<file path="config.mk">
export PLATFORM = sky130hd
export DESIGN_NAME = pair_tlb
export DESIGN_NICKNAME = d
export VERILOG_FILES = /design/src/rtl/pair_tlb_pkg.sv /design/src/rtl/pair_tlb_store.sv /design/src/rtl/pair_tlb_match.sv /design/src/rtl/pair_tlb_rights.sv /design/src/rtl/pair_tlb.sv
export SDC_FILE = /design/constraint.sdc
export NUM_CORES = 2
export LEC_CHECK = 0
export BUFFER_PORTS_ARGS = -buffer_cell sky130_fd_sc_hd__buf_4
export CAP_MARGIN = 20
export CELL_PAD_IN_SITES_DETAIL_PLACEMENT = 0
export CELL_PAD_IN_SITES_GLOBAL_PLACEMENT = 1
export CORE_AREA = 2 2 585 587
export CTS_CLUSTER_DIAMETER = 60
export DETAILED_ROUTE_END_ITERATION = 7
export DIE_AREA = 0 0 587 589
export HOLD_SLACK_MARGIN = 0.1
export PLACE_DENSITY_LB_ADDON = 0.1
export SLEW_MARGIN = 15
export SYNTH_ARGS = -nofsm -noshare
export SYNTH_HDL_FRONTEND = slang
export SYNTH_HIERARCHICAL = 1
export SYNTH_SLANG_ARGS = --single-unit
</file>
<file path="constraint.sdc">
create_clock -name clk -period 8.65 [get_ports clk]
set_clock_uncertainty 0.1 [all_clocks]
set_input_delay 0.4325 -clock clk [delete_from_list [all_inputs] [get_ports clk]]
set_output_delay 0.4325 -clock clk [all_outputs]
set_load 0.03 [all_outputs]
</file>
<file path="src/rtl/pair_tlb_pkg.sv">
package pair_tlb_pkg;

  typedef enum logic [1:0] {
    ACC_FETCH  = 2'd0,
    ACC_LOAD   = 2'd1,
    ACC_STORE  = 2'd2,
    ACC_PCLOAD = 2'd3
  } acc_e;

  typedef enum logic [2:0] {
    FLT_NONE     = 3'd0,
    FLT_NOMATCH  = 3'd1,
    FLT_INVALID  = 3'd2,
    FLT_MODIFIED = 3'd3,
    FLT_RDINH    = 3'd4,
    FLT_EXINH    = 3'd5
  } flt_e;

  // half-entry image positions (software-visible)
  localparam int LO_W   = 32;
  localparam int LO_G   = 0;
  localparam int LO_V   = 1;
  localparam int LO_D   = 2;
  localparam int LO_C   = 3;
  localparam int LO_PFN = 6;
  localparam int LO_XI  = 30;
  localparam int LO_RI  = 31;

  // internal packed half layout: {pfn, ri, xi, c[2:0], d, v}
  localparam int HF_V   = 0;
  localparam int HF_D   = 1;
  localparam int HF_C   = 2;
  localparam int HF_XI  = 5;
  localparam int HF_RI  = 6;
  localparam int HF_PFN = 7;

  localparam int PAGE_SH = 12;
  localparam int PAIR_SH = 13;

endpackage

</file>
<file path="src/rtl/pair_tlb_store.sv">
module pair_tlb_store
  import pair_tlb_pkg::*;
#(
  parameter int ENTRIES = 16,
  parameter int VPN_W   = 19,
  parameter int ASID_W  = 8,
  parameter int MASK_W  = 12,
  parameter int PFN_W   = 20,
  localparam int IDX_W  = $clog2(ENTRIES),
  localparam int HALF_W = HF_PFN + PFN_W
) (
  input  logic              clk,
  input  logic              rst,
  input  logic              wr_en,
  input  logic [IDX_W-1:0]  wr_idx,
  input  logic [VPN_W-1:0]  wr_vpn2,
  input  logic [ASID_W-1:0] wr_asid,
  input  logic [MASK_W-1:0] wr_mask,
  input  logic [LO_W-1:0]   wr_lo0,
  input  logic [LO_W-1:0]   wr_lo1,
  input  logic [IDX_W-1:0]  rd_idx,
  output logic [VPN_W-1:0]  rd_vpn2,
  output logic [ASID_W-1:0] rd_asid,
  output logic [MASK_W-1:0] rd_mask,
  output logic [LO_W-1:0]   rd_lo0,
  output logic [LO_W-1:0]   rd_lo1,
  output logic [VPN_W-1:0]  e_vpn2  [ENTRIES],
  output logic [ASID_W-1:0] e_asid  [ENTRIES],
  output logic [MASK_W-1:0] e_mask  [ENTRIES],
  output logic              e_g     [ENTRIES],
  output logic [HALF_W-1:0] e_half0 [ENTRIES],
  output logic [HALF_W-1:0] e_half1 [ENTRIES]
);

  function automatic logic [HALF_W-1:0] unpack_lo(input logic [LO_W-1:0] lo);
    logic [HALF_W-1:0] h;
    h = '0;
    h[HF_V]            = lo[LO_V];
    h[HF_D]            = lo[LO_D];
    h[HF_C +: 3]       = lo[LO_C +: 3];
    h[HF_XI]           = lo[LO_XI];
    h[HF_RI]           = lo[LO_RI];
    h[HF_PFN +: PFN_W] = lo[LO_PFN +: PFN_W];
    return h;
  endfunction

  function automatic logic [LO_W-1:0] pack_lo(input logic [HALF_W-1:0] h, input logic g);
    logic [LO_W-1:0] lo;
    lo = '0;
    lo[LO_G]            = g;
    lo[LO_V]            = h[HF_V];
    lo[LO_D]            = h[HF_D];
    lo[LO_C +: 3]       = h[HF_C +: 3];
    lo[LO_XI]           = h[HF_XI];
    lo[LO_RI]           = h[HF_RI];
    lo[LO_PFN +: PFN_W] = h[HF_PFN +: PFN_W];
    return lo;
  endfunction

  // spare image bits between frame and protection bits are not stored
  logic unused_spare;
  if (LO_PFN + PFN_W < LO_XI) begin : g_spare
    assign unused_spare = ^{wr_lo0[LO_XI-1:LO_PFN+PFN_W], wr_lo1[LO_XI-1:LO_PFN+PFN_W]};
  end else begin : g_nospare
    assign unused_spare = 1'b0;
  end

  always_ff @(posedge clk) begin
    if (rst) begin
      for (int i = 0; i < ENTRIES; i++) begin
        e_vpn2[i]  <= '0;
        e_asid[i]  <= '0;
        e_mask[i]  <= '0;
        e_g[i]     <= 1'b0;
        e_half0[i] <= '0;
        e_half1[i] <= '0;
      end
      rd_vpn2 <= '0;
      rd_asid <= '0;
      rd_mask <= '0;
      rd_lo0  <= '0;
      rd_lo1  <= '0;
    end else begin
      if (wr_en) begin
        e_vpn2[wr_idx]  <= wr_vpn2;
        e_asid[wr_idx]  <= wr_asid;
        e_mask[wr_idx]  <= wr_mask;
        e_g[wr_idx]     <= wr_lo0[LO_G] & wr_lo1[LO_G];
        e_half0[wr_idx] <= unpack_lo(wr_lo0);
        e_half1[wr_idx] <= unpack_lo(wr_lo1);
      end
      rd_vpn2 <= e_vpn2[rd_idx];
      rd_asid <= e_asid[rd_idx];
      rd_mask <= e_mask[rd_idx];
      rd_lo0  <= pack_lo(e_half0[rd_idx], e_g[rd_idx]);
      rd_lo1  <= pack_lo(e_half1[rd_idx], e_g[rd_idx]);
    end
  end

  // global flag of a freshly written entry is the AND of both image G bits
  a_r10_global_and: assert property (@(posedge clk) disable iff (rst)
    (!$past(rst) && $past(wr_en)) |->
      (e_g[$past(wr_idx)] == ($past(wr_lo0[LO_G]) & $past(wr_lo1[LO_G]))));

endmodule

</file>
<file path="src/rtl/pair_tlb_match.sv">
module pair_tlb_match
  import pair_tlb_pkg::*;
#(
  parameter int ENTRIES = 16,
  parameter int VPN_W   = 19,
  parameter int ASID_W  = 8,
  parameter int MASK_W  = 12,
  localparam int IDX_W  = $clog2(ENTRIES)
) (
  input  logic              clk,
  input  logic              rst,
  input  logic [VPN_W-1:0]  va_vpn2,
  input  logic [ASID_W-1:0] asid,
  input  logic [VPN_W-1:0]  e_vpn2 [ENTRIES],
  input  logic [ASID_W-1:0] e_asid [ENTRIES],
  input  logic [MASK_W-1:0] e_mask [ENTRIES],
  input  logic              e_g    [ENTRIES],
  output logic              any_hit,
  output logic [IDX_W-1:0]  hit_idx
);

  logic [ENTRIES-1:0] hits;

  for (genvar i = 0; i < ENTRIES; i++) begin : g_cmp
    logic [VPN_W-1:0] ign;
    logic             tag_eq;
    logic             id_ok;
    assign ign    = VPN_W'(e_mask[i]);
    assign tag_eq = ((va_vpn2 ^ e_vpn2[i]) & ~ign) == '0;
    assign id_ok  = e_g[i] | (e_asid[i] == asid);
    assign hits[i] = tag_eq & id_ok;
  end

  always_comb begin
    any_hit = |hits;
    hit_idx = '0;
    for (int i = ENTRIES - 1; i >= 0; i--) begin
      if (hits[i]) hit_idx = IDX_W'(i);
    end
  end

  // chosen entry hits and no lower-indexed entry does
  a_r12_lowest_index: assert property (@(posedge clk) disable iff (rst)
    any_hit |-> (hits[hit_idx] &&
                 ((hits & ((ENTRIES'(1) << hit_idx) - ENTRIES'(1))) == '0)));

endmodule

</file>
<file path="src/rtl/pair_tlb_rights.sv">
module pair_tlb_rights
  import pair_tlb_pkg::*;
#(
  parameter int VA_W   = 32,
  parameter int MASK_W = 12,
  parameter int PFN_W  = 20,
  localparam int PA_W   = PFN_W + PAGE_SH,
  localparam int HALF_W = HF_PFN + PFN_W
) (
  input  logic              clk,
  input  logic              rst,
  input  logic              req,
  input  logic [VA_W-1:0]   va,
  input  logic [1:0]        kind,
  input  logic              any_hit,
  input  logic [MASK_W-1:0] mask,
  input  logic [HALF_W-1:0] half0,
  input  logic [HALF_W-1:0] half1,
  output logic              done,
  output logic [2:0]        fault,
  output logic [PA_W-1:0]   pa
);

  logic [VA_W-1:0]   span;
  logic              odd;
  logic [HALF_W-1:0] h;
  logic [VA_W-1:0]   offs;
  flt_e              flt_c;
  logic [PA_W-1:0]   pa_c;
  logic              unused_attr;

  assign unused_attr = ^h[HF_C +: 3];

  always_comb begin
    span  = VA_W'({mask, {PAIR_SH{1'b1}}});
    odd   = |(va & span & ~(span >> 1));
    h     = odd ? half1 : half0;
    offs  = va & (span >> 1);

    flt_c = FLT_NONE;
    if (!any_hit) begin
      flt_c = FLT_NOMATCH;
    end else if (!h[HF_V]) begin
      flt_c = FLT_INVALID;
    end else begin
      unique case (acc_e'(kind))
        ACC_FETCH:  if (h[HF_XI])             flt_c = FLT_EXINH;
        ACC_LOAD:   if (h[HF_RI])             flt_c = FLT_RDINH;
        ACC_PCLOAD: if (h[HF_RI] && h[HF_XI]) flt_c = FLT_RDINH;
        ACC_STORE:  if (!h[HF_D])             flt_c = FLT_MODIFIED;
        default:    flt_c = FLT_NONE;
      endcase
    end

    if (flt_c == FLT_NONE) pa_c = {h[HF_PFN +: PFN_W], {PAGE_SH{1'b0}}} | PA_W'(offs);
    else                   pa_c = '0;
  end

  always_ff @(posedge clk) begin
    if (rst) begin
      done  <= 1'b0;
      fault <= '0;
      pa    <= '0;
    end else begin
      done  <= req;
      fault <= req ? flt_c : 3'd0;
      pa    <= req ? pa_c : '0;
    end
  end

  // no address leaks out with a fault
  a_r9_pa_zero_on_fault: assert property (@(posedge clk) disable iff (rst)
    (done && fault != 3'd0) |-> (pa == '0));

  // a fetch never reports read-inhibit or modified
  a_r5_fetch_faults: assert property (@(posedge clk) disable iff (rst)
    (done && $past(kind) == 2'd0) |-> (fault != 3'd4 && fault != 3'd3));

  // a load never reports execute-inhibit or modified
  a_r6_load_faults: assert property (@(posedge clk) disable iff (rst)
    (done && $past(kind) == 2'd1) |-> (fault != 3'd5 && fault != 3'd3));

  // a store never reports an inhibit fault
  a_r8_store_faults: assert property (@(posedge clk) disable iff (rst)
    (done && $past(kind) == 2'd2) |-> (fault != 3'd4 && fault != 3'd5));

  // a relative load never reports execute-inhibit or modified
  a_r7_pcload_faults: assert property (@(posedge clk) disable iff (rst)
    (done && $past(kind) == 2'd3) |-> (fault != 3'd5 && fault != 3'd3));

  // no-match reported exactly when the hit vector was empty
  a_r1_nomatch_agrees: assert property (@(posedge clk) disable iff (rst)
    done |-> ((fault == 3'd1) == !$past(any_hit)));

endmodule

</file>
<file path="src/rtl/pair_tlb.sv">
module pair_tlb
  import pair_tlb_pkg::*;
#(
  parameter int ENTRIES = 16,
  parameter int VA_W    = 32,
  parameter int PA_W    = 32,
  parameter int ASID_W  = 8,
  parameter int MASK_W  = 12,
  localparam int IDX_W  = $clog2(ENTRIES),
  localparam int VPN_W  = VA_W - PAIR_SH,
  localparam int PFN_W  = PA_W - PAGE_SH,
  localparam int HALF_W = HF_PFN + PFN_W
) (
  input  logic              clk,
  input  logic              rst,
  input  logic              wr_en,
  input  logic [IDX_W-1:0]  wr_idx,
  input  logic [VPN_W-1:0]  wr_vpn2,
  input  logic [ASID_W-1:0] wr_asid,
  input  logic [MASK_W-1:0] wr_mask,
  input  logic [31:0]       wr_lo0,
  input  logic [31:0]       wr_lo1,
  input  logic [IDX_W-1:0]  rd_idx,
  output logic [VPN_W-1:0]  rd_vpn2,
  output logic [ASID_W-1:0] rd_asid,
  output logic [MASK_W-1:0] rd_mask,
  output logic [31:0]       rd_lo0,
  output logic [31:0]       rd_lo1,
  input  logic              lk_req,
  input  logic [VA_W-1:0]   lk_va,
  input  logic [ASID_W-1:0] lk_asid,
  input  logic [1:0]        lk_kind,
  output logic              lk_done,
  output logic [2:0]        lk_fault,
  output logic [PA_W-1:0]   lk_pa
);

  logic [VPN_W-1:0]  e_vpn2  [ENTRIES];
  logic [ASID_W-1:0] e_asid  [ENTRIES];
  logic [MASK_W-1:0] e_mask  [ENTRIES];
  logic              e_g     [ENTRIES];
  logic [HALF_W-1:0] e_half0 [ENTRIES];
  logic [HALF_W-1:0] e_half1 [ENTRIES];
  logic              any_hit;
  logic [IDX_W-1:0]  hit_idx;

  pair_tlb_store #(
    .ENTRIES(ENTRIES), .VPN_W(VPN_W), .ASID_W(ASID_W), .MASK_W(MASK_W), .PFN_W(PFN_W)
  ) u_store (
    .clk(clk), .rst(rst),
    .wr_en(wr_en), .wr_idx(wr_idx), .wr_vpn2(wr_vpn2), .wr_asid(wr_asid),
    .wr_mask(wr_mask), .wr_lo0(wr_lo0), .wr_lo1(wr_lo1),
    .rd_idx(rd_idx), .rd_vpn2(rd_vpn2), .rd_asid(rd_asid), .rd_mask(rd_mask),
    .rd_lo0(rd_lo0), .rd_lo1(rd_lo1),
    .e_vpn2(e_vpn2), .e_asid(e_asid), .e_mask(e_mask), .e_g(e_g),
    .e_half0(e_half0), .e_half1(e_half1)
  );

  pair_tlb_match #(
    .ENTRIES(ENTRIES), .VPN_W(VPN_W), .ASID_W(ASID_W), .MASK_W(MASK_W)
  ) u_match (
    .clk(clk), .rst(rst),
    .va_vpn2(lk_va[VA_W-1:PAIR_SH]), .asid(lk_asid),
    .e_vpn2(e_vpn2), .e_asid(e_asid), .e_mask(e_mask), .e_g(e_g),
    .any_hit(any_hit), .hit_idx(hit_idx)
  );

  pair_tlb_rights #(
    .VA_W(VA_W), .MASK_W(MASK_W), .PFN_W(PFN_W)
  ) u_rights (
    .clk(clk), .rst(rst),
    .req(lk_req), .va(lk_va), .kind(lk_kind), .any_hit(any_hit),
    .mask(e_mask[hit_idx]), .half0(e_half0[hit_idx]), .half1(e_half1[hit_idx]),
    .done(lk_done), .fault(lk_fault), .pa(lk_pa)
  );

endmodule

</file>
Word-level counts from Yosys, hierarchy flattened
Index checks and enable logic that the tools add are counted.

Register bits after elaboration: 1643. Input bits: 157. Output and inout bits: 139. Word-level logic and storage cells: 311.

$lt $le $gt $ge: 4. Equality and inequality tests: 19. Mux-type cells: 67. Bitwise gates (word level): 91. Reduce and logical (&&, ||, !) cells: 24.

Operators by type and width (count): $bwmux 432 (2); $bmux 27 s4 (4); $and 19x19->19 (16); $bwmux 304 (1); $logic_not 19->1 (16); $not 12->19 (16); $xor 19x19->19 (16); $mux 27 (10); $bwmux 192 (1); $bwmux 128 (1); $eq 8x8->1 (16); $demux 27 s4 (1); $bmux 12 s4 (2); $bmux 19 s4 (1); $demux 19 s4 (1); $mux 4 (16); $mux 12 (5); $mux 19 (3); $demux 12 s4 (1); $and 32x24->32 (1); $and 32x25->32 (1); $and 32x32->32 (1); $bmux 8 s4 (1); $demux 8 s4 (1); other kinds (25) (71).

Depth between registers and ports, before layout
Word-level depth: 36. Depth in mapped cells: 24. Depth with buffers taken out: 17.

Modules after synthesis
Netlist, hierarchy kept.

Modules (own cells, without submodules): pair_tlb_store (times used 1, cells an instance 8372, area an instance 66145.9 sq um, sequential area each 31990.7 sq um); pair_tlb (times used 1, cells an instance 553, area an instance 7658.6 sq um, sequential area each 0.0 sq um); pair_tlb_match (times used 1, cells an instance 743, area an instance 5753.0 sq um, sequential area each 0.0 sq um); pair_tlb_rights (times used 1, cells an instance 184, area an instance 1699.1 sq um, sequential area each 720.7 sq um).

Worst setup path after synthesis
No wires, ideal clock.

Path kind: input to register. Start point: in lk_va[28]. End point: reg u_rights.pa[10]. Setup time: 123 ps. Arrival time: 4564 ps. Required time: 8427 ps. Path slack: 3863 ps. Cell stages on the path: 22. Path buffers: 6. Path through: buf_4 > buf_6 > xor2_1 > nor4_1 > nand4_1 > nor4_1 > nand2_1 > nand3_1 > nand4_1 > o21ai_1 > buf_2 > buf_6 > buf_2 > mux4_2 > a22oi_1 > nand2_1 > nand2_1 > o22ai_1 > or4_1 > o21ai_0 > buf_2 > a21boi_2.

Word-level cells in the longest chain between the ends: 36. Elaborated cells between the ends (all ways): 107. Those cells by class: 33 x mux; 53 x bitwise; 21 x reduce/logical.

Ends and longest elaborated chain: start: declaration (line pair_tlb.sv:30) `input logic [VA_W-1:0] lk_va,`; $xor 19x19->19 (line pair_tlb_match.sv:29) `assign tag_eq = ((va_vpn2 ^ e_vpn2[i]) & ~ign) == '0;`; $and 19x19->19 (line pair_tlb_match.sv:29); $logic_not 19->1 (line pair_tlb_match.sv:29); $and 1x1->1 (line pair_tlb_match.sv:31) `assign hits[i] = tag_eq & id_ok;`; $mux 4 (15 in series) (line pair_tlb_match.sv:38) `if (hits[i]) hit_idx = IDX_W'(i);`; $mux 4 (*) (line pair_tlb_match.sv:38); named net hit_idx[0] (line pair_tlb.sv:45) `logic [IDX_W-1:0] hit_idx;`; $not 4->5 (not written as such) (*) (line pair_tlb.sv:73) `.mask(e_mask[hit_idx]), .half0(e_half0[hit_idx]), .half1(e_half1[hit_idx]),`; [7 not listed]; $logic_and 1x1->1 (line pair_tlb_rights.sv:49) `ACC_PCLOAD: if (h[HF_RI] && h[HF_XI]) flt_c = FLT_RDINH;`; $mux 3 (line pair_tlb_rights.sv:49); $pmux 3 s4 (line pair_tlb_rights.sv:46) `unique case (acc_e'(kind))`; $mux 3 (*) (line pair_tlb_rights.sv:43) `end else if (!h[HF_V]) begin`; $mux 3 (*) (line pair_tlb_rights.sv:41) `if (!any_hit) begin`; $logic_not 3->1 (*) (line pair_tlb_rights.sv:55) `if (flt_c == FLT_NONE) pa_c = {h[HF_PFN +: PFN_W], {PAGE_SH{1'b0}}} | PA_W'(offs);`; $not 1->1 (no line) (*); $reduce_or 3->1 (no line) (*); end signal: assignment (line pair_tlb_rights.sv:67) `pa <= req ? pa_c : '0;`; end: declaration (line pair_tlb_rights.sv:21) `output logic [PA_W-1:0] pa`.

The timed path passes the listed nets; every way through them passes the cells marked *. The select of a mux whose other input is x is not followed. A chain may end at the register's enable or synchronous reset.

Worst setup path in the final report
Start point: in lk_va[20]. End point: reg u_rights.fault[2].

Word-level cells in the longest chain between the ends: 33. Elaborated cells between the ends (all ways): 103. Those cells by class: 32 x mux; 52 x bitwise; 19 x reduce/logical.

Ends and longest elaborated chain: $xor 19x19->19 (line pair_tlb_match.sv:29); $and 19x19->19 (line pair_tlb_match.sv:29); $logic_not 19->1 (line pair_tlb_match.sv:29); $and 1x1->1 (line pair_tlb_match.sv:31); $mux 4 (15 in series) (line pair_tlb_match.sv:38); $mux 4 (*) (line pair_tlb_match.sv:38); named net hit_idx[3] (line pair_tlb.sv:45); $not 4->5 (not written as such) (*) (line pair_tlb.sv:73); [4 not listed]; $and 32x32->32 (line pair_tlb_rights.sv:36) `odd = |(va & span & ~(span >> 1));`; $reduce_or 32->1 (line pair_tlb_rights.sv:36); $mux 27 (*) (line pair_tlb_rights.sv:37) `h = odd ? half1 : half0;`; $logic_and 1x1->1 (line pair_tlb_rights.sv:49); $mux 3 (line pair_tlb_rights.sv:49); $pmux 3 s4 (line pair_tlb_rights.sv:46); $mux 3 (*) (line pair_tlb_rights.sv:43); $mux 3 (*) (line pair_tlb_rights.sv:41); end signal: assignment (line pair_tlb_rights.sv:66) `fault <= req ? flt_c : 3'd0;`; end: declaration (line pair_tlb_rights.sv:20) `output logic [2:0] fault,`.

Marked as above.

==> flow_metrics.env <==
export IMPL_cts_sinks=1634
export IMPL_vias=74170
export IMPL_design_area_um2=96120
export IMPL_syn_cell_area_um2=80600
export IMPL_layout_cells_most_common="nand2_1"
export IMPL_nets=9793
export IMPL_final_cell_mix="nand2_1 (3,236), dfxtp_1 (1,634), a21oi_1 (1,547), mux2i_1 (661), buf_4 (422)"
export IMPL_r2r_setup_slack_ns=1.65
export IMPL_route_detailed_drc=0
export IMPL_antenna_found_initial=59
export IMPL_power_total_mw=20.57
export IMPL_numCtsBuffers=262
export IMPL_hold_buffers=129
export IMPL_worstPathMaxFanout=30
export IMPL_status="finished clean"
export IMPL_grtUsageTotal=0.2467
export IMPL_postSynthAreaPerCell_um2=8.216
export IMPL_p_switching_mw=5.498
export IMPL_routed_wl_mm=442.9
export IMPL_grt_setup_unrepaired="no"
export IMPL_finalSetupViolCount=0
export IMPL_timing_hold_worst_class="in2reg"
export IMPL_cts_resized=0
export IMPL_crit_type="in2reg"
export IMPL_finalHoldViolations=0
export IMPL_comb_power_share=0.084
export IMPL_finalMaxSlewViolations=0
export IMPL_min_from="rd_idx[3]"
export IMPL_slew_headroom=0.2283
export IMPL_place_area_um2=85860
export IMPL_die_w_um=587
export IMPL_p_clk_frac=0.540
export IMPL_grt_pass1_vias=71530
export IMPL_r2r_start="u_store/e_vpn2[264]"
export IMPL_post_route_min_period_ns=7.074
export IMPL_internal_power_mw=15.07
export IMPL_cp_data_required_time_ns=9.38
export IMPL_root_buffer="clkbuf_16"
export IMPL_grt_start_max_net_pins=170
export IMPL_rows=214
export IMPL_post_drt_via_cell_ratio=5.153
export IMPL_stdcell_count=14390
export IMPL_p_leak_nw=32.41
export IMPL_arrival_ns=7.81
export IMPL_ff2ff_path_depth=20
export IMPL_io_pins=296
export IMPL_drt_iter0_drc=7046
export IMPL_fill_cells=36010
export IMPL_dpl_cell_count=13780
export IMPL_die_area_um2=345700
export IMPL_die_h_um=589
export IMPL_maxCapViolCount=0
export IMPL_synthToLayoutAreaGrowth_pct=19.25
export IMPL_cts_tree="yes"
export IMPL_yosysWarningCount=6
export IMPL_post_cts_setup_buffers=0
export IMPL_worstSkewPairLatency_ns=0.91
export IMPL_holdPathStages=5
export IMPL_grt_overflow=0
export IMPL_core_um2=339000
export IMPL_peakVddDrop_v=0.0001205
export IMPL_portBuffers=279
export IMPL_first_pass_iters=6
export IMPL_syn_inst=9810
export IMPL_seq_power_share=0.377
export IMPL_worst_pin_slew_ns=1.145
export IMPL_clk_pin_slew_ns=0.05
export IMPL_finalSetupTns_ns=0
export IMPL_post_route_util=0.2836
export IMPL_dp_hpwl_mm=261.5
export IMPL_max_freq_mhz=141.4
export IMPL_swShare=0.2673
export IMPL_grt_pass1_wl_mm=608.5
export IMPL_h_tree_depth=5
export IMPL_initial_utilization=0.2378
export IMPL_period_share=0.8178
export IMPL_crit_path_start_kind="input port"
export IMPL_hold_end="u_store/rd_vpn2[18]"
export IMPL_critPathCaptureType="flip-flop"
export IMPL_wl_per_cell_um=30.77
export IMPL_gp_congestion=0.8449
export IMPL_clk_path_buf_depth=4
export IMPL_ant_nets=0
export IMPL_reg2reg_to="u_rights/fault[2]"
export IMPL_cellPowerDensity_nw_per_um2=214.0
export IMPL_drive_gt1_frac=0.1234
## flip-flops by register name, summed over array words and instances, names as in the netlist
name	count
u_store/e_half1	432
u_store/rd_lo1	27
u_rights/done	1
u_store/rd_mask	12
u_rights/fault	3
u_store/rd_lo0	28
u_store/e_mask	192
u_store/e_vpn2	304
u_store/e_asid	128
u_store/e_half0	432
u_store/e_g	16
u_store/rd_asid	8
u_store/rd_vpn2	19
u_rights/pa	32
## worst max path at each step
stage / startpoint / to / slack, ns / depth (start not counted)
after floorplan: lk_va[28] / u_rights/pa[10] / 3.86 / 22
after global placement: lk_va[29] / u_rights/pa[29] / 1.49 / 20
after detailed placement: lk_va[29] / u_rights/pa[16] / 1.70 / 20
after CTS: u_store/e_asid[53] / u_rights/fault[2] / 1.70 / 20
after global routing: lk_va[20] / u_rights/fault[2] / 1.36 / 21
final: lk_va[20] / u_rights/fault[2] / 1.58 / 21
## power by group through the flow
stage                     logic, mW  clock network [mW]  registers, mW
after floorplan               0.900                   0           7.94
after global placement         1.66                   0           7.91
after detailed placement       1.66                   0           7.91
after CTS                      1.72                11.4           7.75
after global routing           1.81                11.7           7.76
final                          1.72                11.1           7.75
## through the flow
step / hold WS [ns] / setup WS (ns)
after detailed placement: 0.3458 / 1.696
after CTS: 0.1089 / 1.702
after global placement: 0.3404 / 1.485
final: 0.1664 / 1.576
after floorplan: 0.3331 / 3.863
after global routing: 0.1387 / 1.364
## worst max-delay path, cell delays in order
cell	delay, ns
dlygate4sd3_1	0.64
buf_4	0.41
xnor2_1	0.18
o22ai_1	0.26
nor4_1	0.87
nand2_1	0.31
nand4_1	0.23
nor3_1	0.09
nor2b_1	0.21
nor2_4	0.88
buf_12	0.39
a22oi_1	0.15
nand2_1	0.20
nand2_1	0.09
nor2_1	0.09
dlygate4sd3_1	0.56
a21oi_1	0.05
dlygate4sd3_1	0.55
or4_1	0.39
a21oi_1	0.13
dlygate4sd3_1	0.55
## final cells by class
class                   instances  area (um2)  share of cell area
repair buffers                579        5010             0.05212
inverters                       8       32.53           0.0003384
well taps                    4536        5675             0.05905
clock inverters               107        1489             0.01549
clock buffers                 349        7406             0.07705
flip-flops and latches       1634       32710              0.3403
multi-input cells            7151       43720              0.4549
diodes                         29       72.57           0.0007550
## routing by layer
metal | GRT usage | routed length [um]
met1 | 0.3360 | 197800
met2 | 0.4087 | 207700
met3 | 0.03160 | 24810
met4 | 0.06585 | 12460
met5 | 0 | 82
No activity file was read; power rests on OpenSTA's default activity.
